### src/rtl/gprio_pkg.sv
package gprio_pkg;
    localparam int PRIO_W = 4;
    localparam int FIX_N  = 3;

    typedef enum logic [1:0] {
        ARB_IDLE    = 2'd0,
        ARB_HOLD    = 2'd1,
        ARB_PREEMPT = 2'd2
    } arb_state_e;

    // Mask that keeps the group bits of a priority value
    function automatic logic [PRIO_W-1:0] group_mask(input logic [2:0] sel);
        int gbits;
        gbits = (sel < 3'd3) ? PRIO_W : (7 - int'(sel));
        return ~(PRIO_W'({PRIO_W{1'b1}}) >> gbits);
    endfunction
endpackage

### src/rtl/gprio_regs.sv
module gprio_regs
    import gprio_pkg::*;
#(
    parameter int NUM_LINES = 8,
    localparam int IDX_W = (NUM_LINES > 1) ? $clog2(NUM_LINES) : 1
) (
    input  logic                                clk,
    input  logic                                rst_n,
    input  logic                                we,
    input  logic [IDX_W-1:0]                    wsel,
    input  logic [PRIO_W-1:0]                   wdata,
    output logic [NUM_LINES-1:0][PRIO_W-1:0]    prio_q
);
    always_ff @(posedge clk or negedge rst_n) begin
        if (!rst_n) begin
            prio_q <= '0;
        end else if (we && (int'(wsel) < NUM_LINES)) begin
            prio_q[wsel] <= wdata;
        end
    end


    prio_write_chk: assert property (@(posedge clk) disable iff (!rst_n)
        (we && (int'(wsel) < NUM_LINES)) |=> (prio_q[$past(wsel)] == $past(wdata)));
endmodule

### src/rtl/gprio_pick.sv
module gprio_pick
    import gprio_pkg::*;
#(
    parameter int NUM_LINES = 8,
    localparam int IDX_W = (NUM_LINES > 1) ? $clog2(NUM_LINES) : 1
) (
    input  logic [NUM_LINES-1:0]                pend,
    input  logic [NUM_LINES-1:0]                en,
    input  logic [NUM_LINES-1:0][PRIO_W-1:0]    prio,
    output logic                                any,
    output logic [IDX_W-1:0]                    idx,
    output logic [PRIO_W-1:0]                   best
);
    always_comb begin
        any  = 1'b0;
        idx  = '0;
        best = '1;
        for (int i = 0; i < NUM_LINES; i++) begin
            if (pend[i] && en[i] && (!any || (prio[i] < best))) begin
                any  = 1'b1;
                idx  = IDX_W'(i);
                best = prio[i];
            end
        end
    end
endmodule

### src/rtl/gprio_cmp.sv
module gprio_cmp
    import gprio_pkg::*;
(
    input  logic [2:0]         grp_sel,
    input  logic               win_fixed,
    input  logic signed [5:0]  win_fix_lvl,
    input  logic [PRIO_W-1:0]  win_prio,
    input  logic               cur_valid,
    input  logic signed [4:0]  cur_pri,
    output logic               preempt
);
    logic [PRIO_W-1:0]  mask;
    logic signed [5:0]  win_grp;
    logic signed [5:0]  cur_grp;

    always_comb begin
        mask = group_mask(grp_sel);
        if (win_fixed) begin
            win_grp = win_fix_lvl;
        end else begin
            win_grp = $signed({2'b00, win_prio & mask});
        end
        if (!cur_valid) begin
            cur_grp = 6'sd16;
        end else if (cur_pri[4]) begin
            cur_grp = {cur_pri[4], cur_pri};
        end else begin
            cur_grp = $signed({2'b00, cur_pri[3:0] & mask});
        end
        preempt = (win_grp < cur_grp);
    end
endmodule

### src/rtl/gprio_arbiter.sv
module gprio_arbiter
    import gprio_pkg::*;
#(
    parameter int NUM_LINES = 8,
    localparam int IDX_W = (NUM_LINES > 1) ? $clog2(NUM_LINES) : 1,
    localparam int EXC_W = $clog2(16 + NUM_LINES)
) (
    input  logic                    clk,
    input  logic                    rst_n,
    input  logic [NUM_LINES-1:0]    irq_pend,
    input  logic [NUM_LINES-1:0]    irq_en,
    input  logic [FIX_N-1:0]        fix_pend,
    input  logic [2:0]              grp_sel,
    input  logic                    prio_we,
    input  logic [IDX_W-1:0]        prio_wsel,
    input  logic [PRIO_W-1:0]       prio_wdata,
    input  logic                    cur_valid,
    input  logic signed [4:0]       cur_pri,
    output logic                    win_valid,
    output logic [EXC_W-1:0]        win_exc,
    output logic                    preempt_req
);
    logic [NUM_LINES-1:0][PRIO_W-1:0] prio_q;
    logic                  line_any;
    logic [IDX_W-1:0]      line_idx;
    logic [PRIO_W-1:0]     line_best;
    logic                  fix_any;
    logic signed [5:0]     fix_lvl;
    logic [EXC_W-1:0]      nxt_exc;
    logic                  cmp_pre;
    arb_state_e            state_q, state_d;
    logic [EXC_W-1:0]      exc_q;

    gprio_regs #(.NUM_LINES(NUM_LINES)) i_regs (
        .clk    (clk),
        .rst_n  (rst_n),
        .we     (prio_we),
        .wsel   (prio_wsel),
        .wdata  (prio_wdata),
        .prio_q (prio_q)
    );

    gprio_pick #(.NUM_LINES(NUM_LINES)) i_pick (
        .pend (irq_pend),
        .en   (irq_en),
        .prio (prio_q),
        .any  (line_any),
        .idx  (line_idx),
        .best (line_best)
    );

    // Fixed sources: index 0 is the most urgent
    always_comb begin
        fix_any = |fix_pend;
        fix_lvl = -6'sd1;
        nxt_exc = '0;
        if (fix_pend[0]) begin
            fix_lvl = -6'sd3;
            nxt_exc = EXC_W'(1);
        end else if (fix_pend[1]) begin
            fix_lvl = -6'sd2;
            nxt_exc = EXC_W'(2);
        end else if (fix_pend[2]) begin
            fix_lvl = -6'sd1;
            nxt_exc = EXC_W'(3);
        end else if (line_any) begin
            nxt_exc = EXC_W'(16 + int'(line_idx));
        end
    end

    gprio_cmp i_cmp (
        .grp_sel     (grp_sel),
        .win_fixed   (fix_any),
        .win_fix_lvl (fix_lvl),
        .win_prio    (line_best),
        .cur_valid   (cur_valid),
        .cur_pri     (cur_pri),
        .preempt     (cmp_pre)
    );

    // Next-state selection
    always_comb begin
        if (!(fix_any || line_any)) begin
            state_d = ARB_IDLE;
        end else if (cmp_pre) begin
            state_d = ARB_PREEMPT;
        end else begin
            state_d = ARB_HOLD;
        end
    end

    // State register
    always_ff @(posedge clk or negedge rst_n) begin
        if (!rst_n) begin
            state_q <= ARB_IDLE;
            exc_q   <= '0;
        end else begin
            state_q <= state_d;
            exc_q   <= (state_d == ARB_IDLE) ? '0 : nxt_exc;
        end
    end

    // Outputs
    always_comb begin
        win_valid   = 1'b0;
        preempt_req = 1'b0;
        win_exc     = exc_q;
        unique case (state_q)
            ARB_IDLE:    win_exc = '0;
            ARB_HOLD:    win_valid = 1'b1;
            ARB_PREEMPT: begin
                win_valid   = 1'b1;
                preempt_req = 1'b1;
            end
            default:     win_exc = '0;
        endcase
    end


    fixed_first_chk: assert property (@(posedge clk) disable iff (!rst_n)
        fix_pend[0] |=> (win_valid && win_exc == EXC_W'(1)));


    idle_when_none_chk: assert property (@(posedge clk) disable iff (!rst_n)
        (!(|(irq_pend & irq_en)) && !(|fix_pend)) |=> (!win_valid && !preempt_req));


    no_group_no_preempt_chk: assert property (@(posedge clk) disable iff (!rst_n)
        (grp_sel == 3'd7 && cur_valid && !cur_pri[4] && !(|fix_pend)) |=> !preempt_req);


    idle_level_preempt_chk: assert property (@(posedge clk) disable iff (!rst_n)
        (!cur_valid && ((|(irq_pend & irq_en)) || (|fix_pend))) |=> preempt_req);


    fixed_level_guard_chk: assert property (@(posedge clk) disable iff (!rst_n)
        (cur_valid && cur_pri[4] && !(|fix_pend)) |=> !preempt_req);


    exc_range_chk: assert property (@(posedge clk) disable iff (!rst_n)
        win_valid |-> ((win_exc >= EXC_W'(1) && win_exc <= EXC_W'(3)) ||
                       (int'(win_exc) >= 16 && int'(win_exc) < 16 + NUM_LINES)));
endmodule

### config.mk
export PLATFORM = sky130hd
export DESIGN_NAME = gprio_arbiter
export DESIGN_NICKNAME = d
export VERILOG_FILES = /design/src/rtl/gprio_pkg.sv /design/src/rtl/gprio_regs.sv /design/src/rtl/gprio_pick.sv /design/src/rtl/gprio_cmp.sv /design/src/rtl/gprio_arbiter.sv
export SDC_FILE = /design/constraint.sdc
export NUM_CORES = 1
export LEC_CHECK = 0
export ABC_AREA = 1
export BUFFER_PORTS_ARGS = -buffer_cell sky130_fd_sc_hd__buf_2
export CAP_MARGIN = 5
export CORE_MARGIN = 5
export CORE_UTILIZATION = 57
export CTS_CLUSTER_DIAMETER = 80
export CTS_CLUSTER_SIZE = 24
export DETAILED_ROUTE_END_ITERATION = 8
export MAX_ROUTING_LAYER = met4
export PLACE_DENSITY = 0.8
export SLEW_MARGIN = 0
export SYNTH_ARGS = -nofsm -noshare
export SYNTH_HDL_FRONTEND = slang
export SYNTH_SLANG_ARGS = --single-unit
### constraint.sdc
create_clock -name clk -period 8.8 [get_ports clk]
set_input_delay 0.88 -clock clk [delete_from_list [all_inputs] [get_ports clk]]
set_output_delay 0.88 -clock clk [all_outputs]
set_load 0.02 [all_outputs]
==> flow_summary.ini, run 1 <==
[global_route]
grt_use_total = 0.232
grt.busiest_layer = met2
grt_start_max_net_pins = 39
met2_usage = 0.379
grt_pass1_wl_um = 11900
antenna_found_initial = 0
grt-ovfl-total = 0
grt_use_met1 = 0.304
grt_use_met3 = 0.0388
grt_pass1_vias = 2730

[power_and_ir_drop]
power_uw = 706
power_density_nw_per_um2 = 194
leakage_nw = 2.05
peakVddDrop_v = 0.000127

[setup_path]
critPathMostFrequentCell = nand2_1
cp.arrival_ns = 8.33
cp_max_fo = 8
crit_family = simple AND/OR/NAND/NOR gates
worstPathBufferInverterCount = 11
path_class = input pin to register
rrSetupSlack_ns = 1.01
slowest_stage = ha_1
cpPeakStageDelay_ns = 0.31
critPathRequiredTime_ns = 8.97
worst_setup_path_start_kind = input pin
worstSetupEndpointType = register

[drt]
detail-route-antenna-nets = 0
drt_first_pass_iters = 4
num_vias = 3088
drt_wl_total_um = 7550
wl_per_cell_um = 12.9
drt_iter0_markers = 205
drc = 0
avgViaCountPerCell = 5.29

[floorplan]
die_x_um = 81.3
die-height_um = 81.3
start_util = 0.579
dieArea_um2 = 6610
ioPinCount = 45
coreArea_um2 = 5010
fp-row-count = 26

[sta]
setup_violations = 0
hold_viol = 0
min_period_over_period = 0.927
min_period_ns = 8.15
max_freq_mhz = 123
tightestPinTransition_ns = 0.824
relSlewSlack = 0.451
drv_slew = 0
clock_skew_ns = 0.00525

[placement]
port_buffers = 43
gp_congestion = 0.865
place_hpwl_um = 5450
place_area_um2 = 3290

[yosys]
yosys_register_bits = 38
syn_area_um2 = 2900
yosysUniqueCellTypes = 23
ys_warn_count = 0
seq_area_frac_synth = 0.328
syn-num-nets = 495
yosys.area.top_type = dfrtp_1
synth_top_cells_by_area = dfrtp_1 (33%), nand2_1 (18%), inv_1 (8.7%)
syn_avg_cell_area_um2 = 6.61
syn_inst = 439
synth.top_cell.area_share = 0.328

[cts]
cts_tree = done
clock_latency_ns = 0.29
clkTransAtPathRegs_ns = 0.08
clk_path_buf_depth = 2
cts-root-buf = clkbuf_8
hold_buffers = 0
cts_made_buffers = 5
clock_sinks = 38
cts_htree_levels = 2

[run]
cap_violations = 0

[finish]
synthToLayoutAreaGrowth_pct = 25.6
layout.nets = 569
fillers = 443
post_route_cells_drive_above_1_share = 0.239
antenna_cells = 0
stdcell_area_um2 = 3640

[min_path]
hold_class = register to register

[outcome]
status = completed
==> synthesized netlist by cell type (all sizes together) <==
library cell    n
o21bai          3
o21ba           1
conb            1
nand3b          2
o31a            1
nand2         158
dfrtp          38
nand3          39
o211ai          7
inv            68
clkinv          4
nor2           37
buf             1
a21oi          12
nor3            3
o21ai          45
nand4           1
ha             18
==> final timing paths <==
kind / startpoint / end / depth (start not counted)
setup / recovery: irq_en[0] / state_q[0] / 74
hold reg to reg: i_regs.prio_q[2] / i_regs.prio_q[2] / 2
min in group asynchronous: rst_n / i_regs.prio_q[2] / 1
hold / removal: i_regs.prio_q[2] / i_regs.prio_q[2] / 2
setup reg to reg: i_regs.prio_q[3] / state_q[0] / 72
max in group asynchronous: rst_n / state_q[0] / 1
==> cell type report <==
cell class,count,area [um^2],area share
flip-flops and latches,38,951,0.261
clock buffers,5,68.8,0.0189
multi-input cells,328,1790,0.492
inverters,72,270,0.0742
repair buffers,68,403,0.111
clock inverters,3,68.8,0.0189
well taps,70,87.6,0.0240
==> worst reg2reg max path, delay by kind of cell (launching register included) <==
kind	cells	cell delay, ns
simple gates	42	3.12
flops	1	0.42
compound gates	12	1.35
buf+inv	10	0.59
fa+ha+maj	8	2.22
==> power by group <==
group	internal, mW	switching (mW)
Sequential	0.205	0.0310
Clock	0.114	0.0652
Combinational	0.121	0.171
==> logic make-up after synthesis <==
family / after synthesis / synth area share
DFF: 38 / 0.328
and+or+nand+nor: 240 / 0.367
adders and majority gates: 18 / 0.0777
AOI/OAI and AO/OA: 69 / 0.131
buffers and inverters: 73 / 0.0958
other: 1 / 0.00129
==> state kept, by name, indices dropped and copies added (netlist names) <==
signal         count
state_q            2
exc_q              4
i_regs.prio_q     32
==> what timing repair did <==
| item | 4_1_cts | 5_1_grt |
|---|---|---|
| setup buffers | 0 | 12 |
| endpoints found under the setup margin | 2 | 5 |
| pin swaps | 0 | 17 |
| resized for setup | 2 | 38 |
==> through the flow <==
stage | setup slack, ns | std cells | utilization | hold slack [ns] | setup TNS [ns]
after floorplan | 0.841 | 439 | - | 0.453 | 0
after global placement | 0.00781 | 564 | 0.657 | 0.467 | 0
after detailed placement | -0.323 | 564 | 0.657 | 0.475 | -0.634
after CTS | 0.0137 | 572 | 0.685 | 0.495 | 0
after global routing | -0.0213 | 584 | 0.727 | 0.533 | -0.0213
final | 0.646 | 584 | 0.727 | 0.498 | 0
==> metal layers <==
| layer | part of all wire | vias up |
|---|---|---|
| li1 | - | 1543 |
| met1 | 0.44 | 1442 |
| met2 | 0.49 | 85 |
| met3 | 0.052 | 18 |
| met4 | 0.016 | 0 |
| met5 | 0 | - |
==> layout by cell type (no fill, tap or decap), types with 10 or more instances in the layout <==
cell / count
buf_4: 25
o21ai_0: 34
dfrtp_1: 38
nand2_1: 134
nand2_4: 10
ha_1: 16
nand3_1: 38
a21oi_1: 11
inv_1: 66
nor2_1: 33
buf_2: 43
nand2_2: 13
Power figures use the tool's default switching activity.
==> run 2, diff against run 1 <==
Settings changed: CORE_UTILIZATION 57 to 55, GPL_TIMING_DRIVEN set to 0, PLACE_DENSITY 0.8 to 0.78.
==> run 2 against run 1 <==
Effect of this change: critical path depth down 3; setup slack worse by 0.094 ns; clock skew shrank 0.0027 ns; die area grew 3.2%; final area down 1.2%; critical endpoint unchanged; highest routed layer unchanged.
==> flow_summary.ini, run 2 (synthesized netlist as in run 1, its figures left out) <==
[outcome]
status = completed

[cts]
clk_path_buf_depth = 2
cts_made_buffers = 5
clock_sinks = 38
cts_tree = done
cts-root-buf = clkbuf_8
cts_htree_levels = 2
clkTransAtPathRegs_ns = 0.07
hold_buffers = 0
clock_latency_ns = 0.29

[setup_path]
cpPeakStageDelay_ns = 0.31
critPathMostFrequentCell = nand2_1
path_class = input pin to register
slowest_stage = ha_4
cp.arrival_ns = 8.42
rrSetupSlack_ns = 0.92
worstSetupEndpointType = register
r2r_start = i_regs.prio_q[3]
r2r_cells = 69
cp_max_fo = 9
worst_setup_path_start_kind = input pin
r2r-end = state_q[0]
critPathRequiredTime_ns = 8.97

[finish]
fin_cells = 574
layout.nets = 559
synthToLayoutAreaGrowth_pct = 24.0
fin_util = 0.704
post_route_cells_drive_above_1_share = 0.220
antenna_cells = 0
multi_input_area_um2 = 1830
fillers = 428
stdcell_area_um2 = 3600
regArea_um2 = 951
largestRegisters = i_regs.prio_q (32), exc_q (4), state_q (2)
largest_reg_flops = 32
final_cell_mix = nand2_1 (136), inv_1 (67), buf_2 (43), dfrtp_1 (38), nand3_1 (37)
largest_register = i_regs.prio_q
final_common_cell = nand2_1

[power_and_ir_drop]
peakVddDrop_v = 0.000121
leakage_nw = 2.02
power_uw = 700
power_density_nw_per_um2 = 195

[sta]
tightestPinTransition_ns = 0.838
min_period_ns = 8.25
drv_slew = 0
setup_violations = 0
hold_viol = 0
clock_skew_ns = 0.00260
setup_ws_ns = 0.552
relSlewSlack = 0.441
max_freq_mhz = 121
min_period_over_period = 0.937

[run]
cap_violations = 0

[drt]
drc = 0
drt_iter0_markers = 167
detail-route-antenna-nets = 0
wl_per_cell_um = 12.4
drt_wl_total_um = 7120
avgViaCountPerCell = 4.98
drt_first_pass_iters = 4
num_vias = 2860

[min_path]
min_from = i_regs.prio_q[2]
hold_class = register to register
hold_depth = 2
min_to = i_regs.prio_q[2]

[floorplan]
coreArea_um2 = 5110
ioPinCount = 45
fp-row-count = 26
die_x_um = 82.6
die-height_um = 82.6
start_util = 0.568
dieArea_um2 = 6830

[global_route]
grt_pass1_wl_um = 10800
grt_use_total = 0.212
grt_pass1_vias = 2394
grt_start_max_net_pins = 39
grt-ovfl-total = 0
antenna_found_initial = 0

[placement]
gp_congestion = 0.853
place_area_um2 = 3200
placed_cells = 552
port_buffers = 43
dp_slack_ns = -0.483
place_hpwl_um = 5200
[run 2: cell types whose count changed in the layout (fill, tap and decap cells not counted), moves of 2 or more]
cell	change
buf_4	-11
inv_2	-3
clkinv_1	+2
nand2_1	+2
o21ai_1	-2
[run 2: per-layer routing]
metal	part of all wire	global-route usage
met4	0.012	0.0441
met3	0.042	0.0336
met1	0.47	0.303
met5	0	-
met2	0.47	0.318
[run 2: cell type report]
| type | instances | area share |
|---|---|---|
| Tap cell | 70 | 0.0243 |
| Inverter | 72 | 0.0751 |
| Multi-Input combinational cell | 329 | 0.507 |
| Clock buffer | 6 | 0.0230 |
| Timing Repair Buffer | 56 | 0.0870 |
| Buffer | 1 | 0.00209 |
| Clock inverter | 2 | 0.0167 |
| Sequential cell | 38 | 0.264 |
[run 2: critical path, delay by kind of cell]
family / cells / cell delay [ns]
simple gates: 38 / 2.98
compound gates: 14 / 1.65
buf+inv: 11 / 0.65
fa+ha+maj: 8 / 2.23
[run 2: how the worst max path moves through the flow]
stage          cells past startpoint   startpoint         end  slack, ns
2_1_floorplan                     65  irq_pend[0]  state_q[0]       0.84
3_3_place_gp                      64  irq_pend[0]  state_q[0]      -0.32
3_5_place_dp                      67  irq_pend[0]  state_q[0]      -0.48
4_1_cts                           67  irq_pend[0]  state_q[0]       0.01
5_1_grt                           75    irq_en[0]  state_q[0]      -0.23
6_report                          71    irq_en[0]  state_q[0]       0.55
[run 2: through the flow]
| step | setup TNS (ns) | hold slack (ns) |
|---|---|---|
| 3_5_place_dp | -0.947 | 0.475 |
| 4_1_cts | 0 | 0.494 |
| 2_1_floorplan | 0 | 0.453 |
| 5_1_grt | -0.444 | 0.510 |
| 6_report | 0 | 0.493 |
| 3_3_place_gp | -0.637 | 0.469 |
[run 2: what timing repair did]
action | CTS | global route
endpoints found under the setup margin | 2 | 2
gates cloned | 0 | 1
resized for setup | 6 | 34
pin swaps | 0 | 18
setup buffers | 0 | 13
endpoints found under the hold margin | 0 | 0
[run 2: power by group]
group          internal, mW  switching (mW)
combinational         0.113           0.168
clock                 0.121          0.0634
sequential            0.205          0.0295
total                 0.439           0.261
==> run 3, diff against run 2 <==
Settings changed: ABC_AREA 1 to 0, PLACE_DENSITY 0.78 to 0.77.
==> run 3 against run 2 <==
Effect of this change: the run now ends with negative setup slack left; critical endpoint unchanged; critical path depth down 11; final area up 22%; clock skew up 0.0052 ns; largest power group unchanged; die area up 6.8%; via count up 11%; highest routed layer unchanged; final cell count down 7.8%; clock power down 39%; sequential power up 11%; flip-flop and latch count unchanged; setup slack worse by 2.5 ns; sequential share of layout area down 4.7 points; largest cell class unchanged; worst hold slack better by 0.034 ns.
==> flow_summary.ini, run 3 <==
[outcome]
status = complete, but fails checks
violations = negative setup slack

[finish]
layout.nets = 513
regArea_um2 = 951
synthToLayoutAreaGrowth_pct = 39.9
post_route_cells_drive_above_1_share = 0.451
stdcell_area_um2 = 4370
largest_register = i_regs.prio_q
final_common_cell = buf_4
final_cell_mix = buf_4 (56), buf_2 (41), dfrtp_1 (38), mux2_2 (32), nand2_1 (24)
antenna_cells = 0
fin_util = 0.794
fillers = 354
multi_input_area_um2 = 2480
largestRegisters = i_regs.prio_q (32), exc_q (4), state_q (2)
largest_reg_flops = 32

[yosys]
ys_warn_count = 0
yosys.area.top_type = dfrtp_1
seq_area_frac_synth = 0.304
synthFlopType = dfrtp_1
synth_most_common_cell = dfrtp_1
yosys_register_bits = 38
synth-edff-count = 0
syn_avg_cell_area_um2 = 8.90
syn_inst = 351
syn_area_um2 = 3120
syn-num-nets = 407
async_reset_ff_frac = 1.00
yosysUniqueCellTypes = 62
synth_top_cells_by_area = dfrtp_1 (30%), mux2_2 (13%), ha_1 (7.2%)
synth_common_cells = dfrtp_1 (38), mux2_2 (35), nand2_1 (30)
synth.top_cell.area_share = 0.304

[floorplan]
die_x_um = 85.4
die-height_um = 85.4
ioPinCount = 45
start_util = 0.567
coreArea_um2 = 5510
fp-row-count = 27
dieArea_um2 = 7290

[sta]
setup_ws_ns = -1.91
min_period_over_period = 1.22
setup_violations = 5
clock_skew_ns = 0.00780
max_freq_mhz = 93.3
hold_viol = 0
relSlewSlack = 0.458
min_period_ns = 10.71
drv_slew = 0
tightestPinTransition_ns = 0.801
setup_tns_ns = -5.69
rsz0062_at_grt = yes

[setup_path]
critPathMostFrequentCell = ha_4
cp_max_fo = 5
slowest_stage = or4_4
critPathRequiredTime_ns = 8.97
rrSetupSlack_ns = -1.63
worstSetupEndpointType = register
path_class = input pin to register
worst_setup_path_start_kind = input pin
cp.arrival_ns = 10.88
cpPeakStageDelay_ns = 0.50

[global_route]
grt_pass1_vias = 3074
grt_pass1_wl_um = 14100
grt-ovfl-total = 0
grt_use_total = 0.244
grt_start_max_net_pins = 39
antenna_found_initial = 0

[min_path]
hold_class = register to register

[placement]
place_hpwl_um = 5960
port_buffers = 43
gp_congestion = 0.921
place_area_um2 = 3560

[drt]
avgViaCountPerCell = 5.99
num_vias = 3168
detail-route-antenna-nets = 0
wl_per_cell_um = 17.1
drc = 0
drt_first_pass_iters = 5
drt_wl_total_um = 9060
drt_iter0_markers = 246

[cts]
cts-root-buf = clkbuf_8
cts_htree_levels = 2
clock_latency_ns = 0.29
cts_tree = done
hold_buffers = 0
cts_made_buffers = 5
clock_sinks = 38
clk_path_buf_depth = 2
clkTransAtPathRegs_ns = 0.07

[run]
cap_violations = 0

[power_and_ir_drop]
peakVddDrop_v = 0.000158
leakage_nw = 1.94
power_density_nw_per_um2 = 212
==> run 3: cell count changes in the layout (fill, tap and decap cells not counted), sizes merged, moves of 12 or more <==
cell,change
mux2,+36
nand2,-128
nor2b,+16
nand3,-25
buf,+46
o21ai,-24
a21oi,+12
inv,-52
nor2,-13
==> run 3: kinds of logic (layout without fill, tap and decap cells) <==
group                    Yosys count  count (layout)  share of synthesized area
AO/OA/AOI/OAI                     97              97                      0.203
XOR/XNOR                           3               3                    0.00841
adder cells (fa/ha/maj)           21              21                     0.0817
buffers and inverters             24             130                     0.0352
flip-flops                        38              38                      0.304
multiplexers                      45              45                      0.163
other                              1               1                    0.00120
AND/OR/NAND/NOR                  122             122                      0.203
==> run 3: report_power, final <==
group | switching [mW] | internal [mW] | total (mW)
Clock | 0.0588 | 0.0531 | 0.112
Sequential | 0.0522 | 0.210 | 0.262
Combinational | 0.260 | 0.290 | 0.550
Total | 0.371 | 0.553 | 0.925
==> run 3: area by class of cell <==
class,count,area share
Buffer,6,0.00944
Clock buffer,5,0.0157
Clock inverter,2,0.00229
Inverter,17,0.0146
Multi-Input combinational cell,289,0.566
Sequential cell,38,0.218
Tap cell,72,0.0206
Timing Repair Buffer,100,0.153
==> run 3: final timing paths <==
path,start,endpoint,cells past startpoint
setup / recovery,irq_en[0],state_q[0],60
hold / removal,i_regs.prio_q[24],i_regs.prio_q[24],1
setup reg to reg,i_regs.prio_q[3],state_q[0],58
hold reg to reg,i_regs.prio_q[24],i_regs.prio_q[24],1
max in group asynchronous,rst_n,exc_q[2],1
min in group asynchronous,rst_n,i_regs.prio_q[2],1
==> run 3: worst max-delay path: cells and delay by family <==
kind	cells	cell delay, ns
fa+ha+maj	8	1.77
buf+inv	9	1.12
mux	5	1.37
compound gates	20	3.25
simple gates	18	2.49
==> run 3: what timing repair did <==
item | CTS | global route
gates resized for setup | 34 | 30
cloned | 0 | 0
buffers inserted | 42 | 15
pin swaps | 38 | 39
endpoints found under the setup margin | 5 | 5
==> run 3: layer usage <==
layer / vias up / GRT usage / wire length, um
met3: 15 / 0.0369 / 555
met1: 1513 / 0.327 / 3930
li1: 1515 / - / -
met5: - / - / 0
met4: 0 / 0.0719 / 157
met2: 125 / 0.380 / 4420
==> run 3: metrics by stage <==
stage | setup WS (ns) | std cells | hold slack (ns) | total power [mW]
after floorplan | -1.59 | 351 | 0.496 | 0.521
after global placement | -2.91 | 466 | 0.520 | 0.598
after detailed placement | -3.00 | 466 | 0.521 | 0.610
after CTS | -1.76 | 515 | 0.538 | 0.832
after global routing | -2.47 | 529 | 0.544 | 0.987
final | -1.91 | 529 | 0.527 | 0.925
